File: config.mk
export PLATFORM = sky130hd
export DESIGN_NAME = aux_reply_decoder
export DESIGN_NICKNAME = d
export VERILOG_FILES = /design/src/rtl/aux_reply_decoder.sv
export SDC_FILE = /design/constraint.sdc
export NUM_CORES = 1
export LEC_CHECK = 0
export CAP_MARGIN = 25
export CORE_MARGIN = 2
export CORE_UTILIZATION = 50
export CTS_BUF_LIST = sky130_fd_sc_hd__clkbuf_8
export CTS_CLUSTER_DIAMETER = 200
export DETAILED_ROUTE_END_ITERATION = 7
export GPL_TIMING_DRIVEN = 0
export PLACE_DENSITY = 0.84
export RECOVER_POWER = 25
export REMOVE_ABC_BUFFERS = 1
export SYNTH_ARGS = -nofsm -noshare
export SYNTH_HDL_FRONTEND = slang
export SYNTH_SLANG_ARGS = --single-unit
File: constraint.sdc
create_clock -name clk -period 2.4 [get_ports clk]
set_clock_uncertainty 0.05 [all_clocks]
set_input_delay 0.48 -clock clk [delete_from_list [all_inputs] [get_ports clk]]
set_output_delay 0.48 -clock clk [all_outputs]
set_load 0.1 [all_outputs]
File: src/rtl/aux_reply_decoder.sv
module aux_reply_decoder #(
  parameter int MAX_BYTES   = 17,
  parameter int TIMEOUT_CYC = 64
) (
  input  logic                   clk,
  input  logic                   rst_n,
  input  logic                   start,
  input  logic                   rx_done,
  input  logic [$clog2(MAX_BYTES+1)-1:0] rx_count,
  input  logic [8*MAX_BYTES-1:0] rx_bytes,
  input  logic                   rx_timeout,
  input  logic                   rx_inv_stop,
  input  logic                   rx_no_det,
  input  logic                   rx_inv_high,
  input  logic                   rx_inv_low,
  input  logic                   rx_min_viol,
  input  logic                   hpd_discon,
  output logic                   res_valid,
  output logic [1:0]             result,
  output logic [2:0]             status,
  output logic [$clog2(MAX_BYTES+1)-1:0] data_count,
  output logic                   fault,
  output logic                   dout_valid,
  output logic [7:0]             dout_byte,
  output logic                   dout_last
);
  localparam int CW = $clog2(MAX_BYTES+1);
  localparam int TW = (TIMEOUT_CYC > 1) ? $clog2(TIMEOUT_CYC) : 1;
  localparam logic [1:0] RES_OK = 2'd0, RES_TO = 2'd1, RES_BAD = 2'd2;
  localparam logic [2:0] ST_ACK = 3'd0, ST_NACK = 3'd1, ST_DEFER = 3'd2,
                         ST_I2C_NACK = 3'd3, ST_I2C_DEFER = 3'd4, ST_BAD = 3'd7;

  typedef enum logic [1:0] {IDLE, WAIT, STREAM} phase_t;
  phase_t phase;

  logic [TW-1:0]          tcnt;
  logic [CW-1:0]          idx;
  logic [8*MAX_BYTES-1:0] buf_q;

  logic       sym_err, cnt_bad, go_stream, unused_ok;
  logic [1:0] new_res;
  logic [2:0] dec_st, new_st;
  logic [CW-1:0] new_cnt;

  assign unused_ok = rx_min_viol;
  assign sym_err   = rx_inv_stop | rx_no_det | rx_inv_high | rx_inv_low;
  assign cnt_bad   = (rx_count == '0) || (rx_count > CW'(MAX_BYTES));

  always_comb begin
    case (rx_bytes[7:4])
      4'h0:    dec_st = ST_ACK;
      4'h1:    dec_st = ST_NACK;
      4'h2:    dec_st = ST_DEFER;
      4'h4:    dec_st = ST_I2C_NACK;
      4'h8:    dec_st = ST_I2C_DEFER;
      default: dec_st = ST_BAD;
    endcase
  end

  assign new_res   = rx_timeout ? RES_TO : (sym_err || cnt_bad) ? RES_BAD : RES_OK;
  assign new_st    = (new_res == RES_OK) ? dec_st : ST_BAD;
  assign new_cnt   = (new_res == RES_OK) ? rx_count - 1'b1 : '0;
  assign go_stream = (new_res == RES_OK) && (dec_st == ST_ACK) && (new_cnt != '0);

  always_ff @(posedge clk or negedge rst_n) begin
    if (!rst_n) begin
      phase      <= IDLE;
      tcnt       <= '0;
      idx        <= '0;
      buf_q      <= '0;
      res_valid  <= 1'b0;
      result     <= RES_OK;
      status     <= ST_BAD;
      data_count <= '0;
      fault      <= 1'b0;
    end else begin
      res_valid <= 1'b0;
      case (phase)
        IDLE: if (start) begin
          phase <= WAIT;
          tcnt  <= '0;
        end
        WAIT: begin
          if (rx_done) begin
            res_valid  <= 1'b1;
            result     <= new_res;
            status     <= new_st;
            data_count <= new_cnt;
            fault      <= !rx_timeout && !sym_err && (rx_count == '0) && !hpd_discon;
            buf_q      <= rx_bytes;
            idx        <= CW'(1);
            phase      <= go_stream ? STREAM : IDLE;
          end else if (tcnt == TW'(TIMEOUT_CYC-1)) begin
            res_valid  <= 1'b1;
            result     <= RES_TO;
            status     <= ST_BAD;
            data_count <= '0;
            fault      <= !hpd_discon;
            phase      <= IDLE;
          end else begin
            tcnt <= tcnt + 1'b1;
          end
        end
        STREAM: begin
          if (idx == data_count) phase <= IDLE;
          else idx <= idx + 1'b1;
        end
        default: phase <= IDLE;
      endcase
    end
  end

  assign dout_valid = (phase == STREAM);
  assign dout_byte  = dout_valid ? buf_q[8*idx +: 8] : 8'h00;
  assign dout_last  = dout_valid && (idx == data_count);
endmodule

### After elaboration in Yosys (flattened, before gate mapping)

Index checks and enable logic that the tools add are counted.

* input bits: 152
* register bits after elaboration: 161
* logic and storage cells: 87
* output and inout bits: 22

* order comparisons: 1
* bitwise gates (word level): 3
* mux-type cells: 30
* add/subtract/negate cells: 3
* shift operators: 1
* reduce and logical (&&, ||, !) cells: 25
* equal/unequal tests: 15

Operators by type and width (number)
* variable part select 136 x 9 -> 8 bit: 1
* 2-to-1 mux 5 bit: 5
* 2-to-1 mux 2 bit: 9
* 2-to-1 mux 6 bit: 3
* case mux 3 bit (5 select lines): 1
* case mux 6 bit (2 select lines): 1
* inequality test 2 bit, second input constant: 5
* case mux 5 bit (2 select lines): 1
* 2-to-1 mux 3 bit: 3
* 2-to-1 mux 8 bit: 1
* adder 6 x 1 -> 6 bit, second input constant: 1
* equality test 6 bit, second input constant: 1
* logical AND 1 bit: 6
* case mux 2 bit (3 select lines): 1
* AND reduction 3 bit: 2
* nonzero test 2 bit: 3
* adder 5 x 1 -> 5 bit, second input constant: 1
* equality test 5 bit: 1
* greater-than comparator 5 bit, second input constant: 1
* zero test 5 bit: 1
* 2-to-1 mux 1 bit: 5
* nonzero test 5 bit: 1
* subtractor 5 x 1 -> 5 bit, second input constant: 1
* equality test 4 x 1 -> 1 bit, second input constant: 1
* other kinds (15): 22

### Logic depth before layout (Yosys ltp)

Gate-level depths: netlist of the first run.

* depth after elaboration: 13
* depth in mapped cells: 7
* gate-level depth less buffers: 6

### Worst setup path before layout of the first run

OpenSTA, ideal clock, no wires.

* path kind: register -> output
* start point: register data_count[0]
* end point: output dout_last
* arrival: 3392 ps
* cell stages (with the launch flop): 4
* path slack: -1522 ps
* data required time: 1870 ps
* buffers on the path: 0
* cell sequence: dfrtp_1 -> xnor2_1 -> nand3_1 -> nor3_1

* longest elaborated chain between the ends: 2

Ends and longest elaborated chain
* start, declared: line 21 `output logic [$clog2(MAX_BYTES+1)-1:0] data_count,`
* start signal, assigned: line 88 `data_count <= new_cnt;`
* equality test 5 bit: line 115 `assign dout_last = dout_valid && (idx == data_count);`
* logical AND 1 bit: line 115
* end, declared: line 25 `output logic dout_last`

Every way passes these cells.

### Worst setup path after layout of the first run

* start point: register idx[0]
* end point: output dout_byte[6]

* longest elaborated chain between the ends: 2

Ends and longest elaborated chain
* start, declared: line 37 `logic [CW-1:0] idx;`
* start signal, assigned: line 106 `else idx <= idx + 1'b1;`
* variable part select 136 x 9 -> 8 bit: line 114 `assign dout_byte = dout_valid ? buf_q[8*idx +: 8] : 8'h00;`
* 2-to-1 mux 8 bit: line 114
* end, declared: line 24 `output logic [7:0] dout_byte,`

Every way passes these cells.

==> results of run 1 <==
[flip-flops by register name, summed over array words and instances, names as in the netlist]
| name | cells |
|---|---|
| fault | 1 |
| result | 2 |
| res_valid | 1 |
| status | 3 |
| idx | 5 |
| buf_q | 136 |
| data_count | 5 |
| tcnt | 6 |
| phase | 2 |
[repair_timing]
action,4_1_cts,5_1_grt
endpoints found under the hold margin,13,0
hold buffers,1,0
resized for setup,102,16
pin swaps,5,6
setup buffers,25,6
cloned,0,0
endpoints found under the setup margin,22,13
[placed cells by master, fill, tap and decap left out, drive strengths merged, types with 2 or more instances in the layout]
master	n
nand3	15
nand4	2
dfrtp	158
nor2	9
xnor2	7
clkdlybuf4s15	3
dfstp	3
o2bb2ai	6
buf	52
o221ai	6
mux4	18
clkinvlp	4
bufinv	3
or4	2
inv	17
a211o	2
xor2	2
clkinv	4
o211ai	3
mux2	138
a31oi	2
mux2i	41
nor2b	3
clkdlybuf4s50	148
dlygate4sd3	2
clkbuf	22
or3	2
a21oi	5
ha	5
nor3b	3
o21ai	8
nor3	2
and2	2
dlygate4sd2	9
nand2b	3
o22a	2
a22oi	13
nand2	13
[per-layer routing]
| metal | up-vias | global-route usage, % | routed length (um) |
|---|---|---|---|
| li1 | 2395 | - | - |
| met1 | 2592 | 28.94 | 7280 |
| met2 | 187 | 39.43 | 9221 |
| met3 | 32 | 7.592 | 1338 |
| met4 | 0 | 7.369 | 379 |
| met5 | - | 0 | 0 |
[final cells by class]
cell class                      count  share of cell area, %
Tap cell                          184                  2.216
Timing Repair Buffer              216                  21.94
Multi-Input combinational cell    328                  32.15
Clock inverter                     12                  1.529
Clock buffer                       20                  2.649
Inverter                           16                 0.5780
Sequential cell                   161                  38.93
[how the worst max path moves through the flow]
stage | start | end | slack (ps) | cells past startpoint
floorplan | rx_done | status[2]$_DFFE_PN1P_ | -3100 | 4
global placement | rst_n | buf_q[0]$_DFFE_PN0P_ | -5430 | 1
detailed placement | idx[1]$_DFFE_PN0P_ | dout_byte[7] | -1690 | 4
CTS | idx[0]$_DFFE_PN0P_ | dout_byte[6] | -510 | 6
global route | idx[0]$_DFFE_PN0P_ | dout_byte[6] | -550 | 6
finish | idx[0]$_DFFE_PN0P_ | dout_byte[6] | -490 | 7
[through the flow]
| stage | worst slack [ps] | hold WS [ps] | total power (W) | instance area (um^2) |
|---|---|---|---|---|
| 2_1_floorplan | -3097 | 134.4 | 0.005059 | 7365 |
| 3_3_place_gp | -5427 | 432.7 | 0.005627 | 9316 |
| 3_5_place_dp | -1687 | 440.1 | 0.005691 | 9574 |
| 4_1_cts | -512.1 | 459.5 | 0.007819 | 10320 |
| 5_1_grt | -550.5 | 468.6 | 0.008147 | 10390 |
| 6_report | -491.4 | 454.2 | 0.007755 | 10390 |
[cells by family after synthesis]
family          count (synthesis)  synth area share, %
flops                         161                53.55
mux                           197                31.47
simple gates                   62                4.519
xor+xnor                        9                1.047
compound gates                 54                5.449
buf+inv                        47                3.007
fa+ha+maj                       6               0.9636
[power groups by stage]
stage	combinational (W)	sequential [W]	clock (W)
2_1_floorplan	0.00120	0.00386	0
3_3_place_gp	0.00181	0.00382	0
3_5_place_dp	0.00181	0.00388	0
4_1_cts	0.00183	0.00382	0.00217
5_1_grt	0.00196	0.00392	0.00227
6_report	0.00181	0.00382	0.00213
[worst max-delay path, cell delays in order, from the launching register on]
cell and delay [ps]:
dfrtp_4 510, buf_16 160, buf_4 130, mux4_2 420, mux2_2 280, nand3_1 80, o211ai_1 110, buf_6 210
==> flow_summary.yaml, run 1 <==
run_status:
  status: "finished with violations"
  violations: "negative setup slack"
floorplan:
  fp.dieW_um: 126.7
  coreArea_um2: 14640
  die_area_um2: 16060
  ios: 174
  die_h_um: 126.7
  fp-row-count: 44
  start_util_pct: 51.43
power:
  seqPwrFrac_pct: 49.3
  p_int_w: 0.005673
  p_per_area_nw_per_um2: 746.4
  p_clk_share_pct: 27.4
  power_switching_w: 0.002082
  comb_power_share_pct: 23.3
  leakagePower_nw: 4.345
  ir_drop_v: 0.0004911
  sw_frac_of_total_pct: 26.84
route:
  drtIter0Drc: 226
  drc: 0
  num_vias: 5206
  vias_per_cell: 5.556
  drtAntennaViolNets: 0
  wl_per_cell_um: 19.44
  wl_um: 18220
  first_pass_iters: 5
finish:
  layout.nets: 897
  final_core_util_pct: 70.95
  nFillCells: 977
  multi_input_area_um2: 3341
  final_layout_size_suffix_gt1_share_pct: 35.06
  fin_cells: 937
  syn_to_final_growth_pct: 37.96
  seqCellArea_um2: 4045
  antennaDiodeCount: 0
timing:
  fmax_mhz: 345.9
  period_minus_slack_ps: 2891
  rsz0062_at_grt: "yes"
  hold_viol_final: 0
  relSlewSlack_pct: 33.25
  final.setup.tns_ps: -3175
  setup_viol: 9
  worst_slack_ps: -491.4
  slew_violations: 0
  worst_slew_pin_slew_ps: 1001
  fin_crit_sh_pct: 120.5
worst_hold_path:
  min_to: "buf_q[95]$_DFFE_PN0P_"
  hold_depth: 1
  hp-class: "reg -> reg"
  hp-start: "buf_q[95]$_DFFE_PN0P_"
global_route:
  grt_pass1_vias: 5652
  grtUsageTotal_pct: 23.42
  grt_pass1_wl_um: 29170
  grt_antenna_before_repair: 0
  grt_max_degree: 90
  gr-total-overflow: 0
cts:
  cts_tree: "yes"
  h-tree-depth: 4
  cts.clk_slew.worst_paths_ps: 90
  clockRootBuffer: "clkbuf_8"
  clockBufferDepth: 2
  cts_buffers: 17
  cts.sinks: 161
  insertion_delay_ps: 450
placed_design:
  dp_hpwl_um: 12710
  place_inst: 874
  gp_congestion: 0.8120
  port_buffers: 172
critical_path:
  rr_startpoint: "phase[1]$_DFFE_PN0P_"
  reg2reg_slack_ps: 310
  rr_worst_depth: 4
  crit_path_max_fanout: 9
  cp-start-kind: "flip-flop"
  worst-endpoint-required_ps: 1870
  critPathKind: "reg -> out"
  cp-end-kind: "output port"
  cp_data_arrival_time_ps: 2360
  rr_endpoint: "status[2]$_DFFE_PN1P_"
logic_synthesis:
  syn_area_um2: 7531
  ys_ff_latch: 161
  synth-seq-area-share_pct: 53.55
  synth_cell_types: 48
  synth-edff-count: 0
  ys_top_cells_by_count: "158 x dfrtp_1, 138 x mux2_2, 41 x mux2i_1"
  yosysMostFrequentCell: "dfrtp_1"
  synthArstFlopShare_pct: 100.0
  synth_top_cells_by_area: "dfrtp_1 53%, mux2_2 21%, mux2i_1 5.4%, mux4_2 5.4%, buf_2 1.7%"
  synthesis.instances: 536
  syn_area_per_cell_um2: 14.05
  synth-main-ff-cell: "dfrtp_1"
  synth_top_area_share_pct: 52.50
  yosysWarnings: 0
  yosys.area.top_type: "dfrtp_1"
flow_run:
  drv_cap: 0
(Power assumes the default switching activity.)
==> run 2, diff against run 1 <==
--- a/config.mk
+++ b/config.mk
@@ -5,6 +5,7 @@
 export SDC_FILE = /design/constraint.sdc
 export NUM_CORES = 1
 export LEC_CHECK = 0
+export ABC_AREA = 1
 export CAP_MARGIN = 25
 export CORE_MARGIN = 2
 export CORE_UTILIZATION = 50
@@ -12,7 +13,7 @@
 export CTS_CLUSTER_DIAMETER = 200
 export DETAILED_ROUTE_END_ITERATION = 7
 export GPL_TIMING_DRIVEN = 0
-export PLACE_DENSITY = 0.84
+export PLACE_DENSITY = 0.83
 export RECOVER_POWER = 25
 export REMOVE_ABC_BUFFERS = 1
 export SYNTH_ARGS = -nofsm -noshare
==> run 2 against run 1 <==
Compared with the run above: the flow finishes with violations (max-capacitance violations, max-slew violations, negative setup slack); first-iteration DRC count increased by 130%; register-to-register slack is essentially flat; global-route usage up 4.8 points; die area grew 4.6%; critical path type unchanged; clock power up 2%.
==> flow_summary.yaml, run 2 <==
logic_synthesis:
  syn_area_um2: 7888
  synth_top_area_share_pct: 50.13
  yosys.area_share.xor_xnor_pct: 1.110
  synthAdderAreaFrac_pct: 0.7931
  synth-seq-area-share_pct: 51.13
  yosysWarnings: 0
  syn_area_per_cell_um2: 7.562
  synth_top_cells_by_area: "dfrtp_1 50%, nand2_1 22%, o21ai_0 5.6%, nor2_1 4.7%, nand3_1 2.2%"
  synth-main-ff-cell: "dfrtp_1"
  yosysMostFrequentCell: "nand2_1"
  synth-edff-count: 0
  ys_top_cells_by_count: "464 x nand2_1, 158 x dfrtp_1, 98 x nor2_1"
  synth_compound_area_share_pct: 10.06
  synth.mux.area_fraction_pct: 0
  synth_top_family_by_area: "simple AND/OR/NAND/NOR gates"
  yosys.area.top_type: "dfrtp_1"
  synthArstFlopShare_pct: 100.0
  synthesis.instances: 1043
  post_synth_and_or_nand_nor_area_fraction_pct: 30.47
  ys_ff_latch: 161
  synth_cell_types: 33
timing:
  relSlewSlack_pct: -25.47
  period_minus_slack_ps: 2879
  rsz0062_at_grt: "yes"
  worst_slack_ps: -479.2
  slew_violations: 75
  fmax_mhz: 347.3
  worst_slew_pin_slew_ps: 1882
  final.setup.tns_ps: -3916
  holdWs_ps: 421.1
  hold_viol_final: 0
  setup_viol: 10
  fin_crit_sh_pct: 120.0
finish:
  syn_to_final_growth_pct: 37.98
  regMostFlops: "buf_q"
  final_layout_size_suffix_gt1_share_pct: 10.44
  layout.nets: 1380
  layout_commonest_cell: "nand2_1"
  seqCellArea_um2: 4044
  multi_input_area_um2: 3440
  reg_top3: "buf_q x136, tcnt x6"
  antennaDiodeCount: 0
  largest_reg_flops: 136
  final_cell_mix: "462 x nand2_1, 155 x dfrtp_1, 149 x clkdlybuf4s50_1"
  finalInstanceArea_um2: 10880
  nFillCells: 1235
power:
  p_clk_share_pct: 26.6
  power_switching_w: 0.002716
  p_int_w: 0.005438
  leakagePower_nw: 5.293
  comb_power_share_pct: 29.3
  ir_drop_v: 0.0005407
  p_total_w: 0.008154
  sw_frac_of_total_pct: 33.30
  seqPwrFrac_pct: 44.0
  p_per_area_nw_per_um2: 749.2
route:
  drtIter0Drc: 515
  drc: 0
  num_vias: 7541
  wl_per_cell_um: 15.91
  first_pass_iters: 5
  vias_per_cell: 5.211
  wl_um: 23020
  drtAntennaViolNets: 0
run_status:
  violations: "max-capacitance violations, max-slew violations, negative setup slack"
  status: "finished with violations"
placed_design:
  gp_congestion: 0.7945
  place_ws_ps: -1926
  port_buffers: 172
  dp_hpwl_um: 14010
  place_area_um2: 9764
critical_path:
  cp-start-kind: "flip-flop"
  cp_data_arrival_time_ps: 2350
  cp-end-kind: "output port"
  crit_path_max_fanout: 15
  worst-endpoint-required_ps: 1870
  critPathKind: "reg -> out"
cts:
  clockBufferDepth: 2
  cts_tree: "yes"
  cts.clk_slew.worst_paths_ps: 80
  insertion_delay_ps: 470
  cts.sinks: 161
  cts_buffers: 17
  clockRootBuffer: "clkbuf_8"
  h-tree-depth: 4
floorplan:
  fp-row-count: 45
  start_util_pct: 51.50
  die_h_um: 129.6
  die_area_um2: 16800
  coreArea_um2: 15310
  fp.dieW_um: 129.6
  ios: 174
global_route:
  grt_antenna_before_repair: 0
  grt_pass1_wl_um: 36320
  grt_pass1_vias: 7237
  grt_max_degree: 88
  gr-total-overflow: 0
  grtUsageTotal_pct: 28.25
worst_hold_path:
  hp-class: "reg -> reg"
flow_run:
  drv_cap: 1
[run 2: changes by cell type after synthesis, moves of 11 or more]
| cell | delta |
|---|---|
| mux2_2 | -138 |
| buf_4 | +17 |
| nor2_1 | +89 |
| nand3_1 | +20 |
| inv_1 | +28 |
| clkbuf_1 | +11 |
| o21ai_0 | +80 |
| a21oi_1 | +16 |
| mux2i_1 | -41 |
| a22oi_1 | -13 |
| mux4_2 | -18 |
| nand2_1 | +451 |
[run 2: final timing paths]
path / from / end / slack [ps] / depth (start not counted)
min reg2reg: buf_q[12]$_DFFE_PN0P_ / buf_q[12]$_DFFE_PN0P_ / 420 / 2
max in group asynchronous: rst_n / idx[2]$_DFFE_PN0P_ / 70 / 3
max: idx[1]$_DFFE_PN0P_ / dout_byte[2] / -480 / 12
min in group asynchronous: rst_n / tcnt[1]$_DFFE_PN0P_ / 1010 / 2
min: buf_q[12]$_DFFE_PN0P_ / buf_q[12]$_DFFE_PN0P_ / 420 / 2
max reg2reg: phase[0]$_DFFE_PN0P_ / buf_q[69]$_DFFE_PN0P_ / 300 / 9
[run 2: stage by stage]
stage,std cells,utilization [%]
6_report,1447,71.06
5_1_grt,1447,71.06
4_1_cts,1442,70.22
3_5_place_dp,1379,63.76
3_3_place_gp,1371,62.45
2_1_floorplan,988,-
[run 2: what timing repair did]
action	CTS	global route
setup buffers	23	6
hold buffers	1	0
cloned	7	0
pin swaps	13	9
setup endpoints to repair	28	12
resized for setup	133	35
endpoints found under the hold margin	71	0
[run 2: cell families (layout without fill, tap and decap cells)]
logic type      after synthesis  in the layout
buf+inv                     108            301
xor+xnor                     10             10
compound gates              145            145
fa+ha+maj                     5              5
simple gates                614            614
flops                       161            161
[run 2: cell type report]
type / instances / area share, %
inverters: 53 / 2.127
clock buffers: 17 / 2.150
repair buffers: 213 / 22.26
multi-input cells: 774 / 31.61
clock inverters: 15 / 1.771
well taps: 211 / 2.426
repair inverters: 3 / 0.5059
flip-flops and latches: 161 / 37.16
[run 2: critical path, stage by stage, from the launching register on]
cell	delay [ps]
dfrtp_4	500
clkinvlp_4	170
buf_16	190
nor2_1	100
o21ai_0	80
nand2_1	70
nand2_1	50
nand2_1	80
clkinv_1	50
nand2_1	60
nand2_1	70
a21oi_2	260
buf_12	210
[run 2: power groups by stage]
| stage | Sequential (W) | Clock, W | Combinational (W) |
|---|---|---|---|
| floorplan | 0.00371 | 0 | 0.00104 |
| global placement | 0.00369 | 0 | 0.00174 |
| detailed placement | 0.00367 | 0 | 0.00188 |
| CTS | 0.00358 | 0.00219 | 0.00235 |
| global route | 0.00366 | 0.00231 | 0.00263 |
| finish | 0.00359 | 0.00217 | 0.00239 |
[run 2: routing by layer]
layer / vias to the layer above / part of all wire, % / track usage [%]
met5: - / 0 / 0
li1: 3648 / - / -
met3: 47 / 6.6 / 4.418
met4: 0 / 2.1 / 9.930
met2: 303 / 48 / 46.57
met1: 3543 / 43 / 38.23
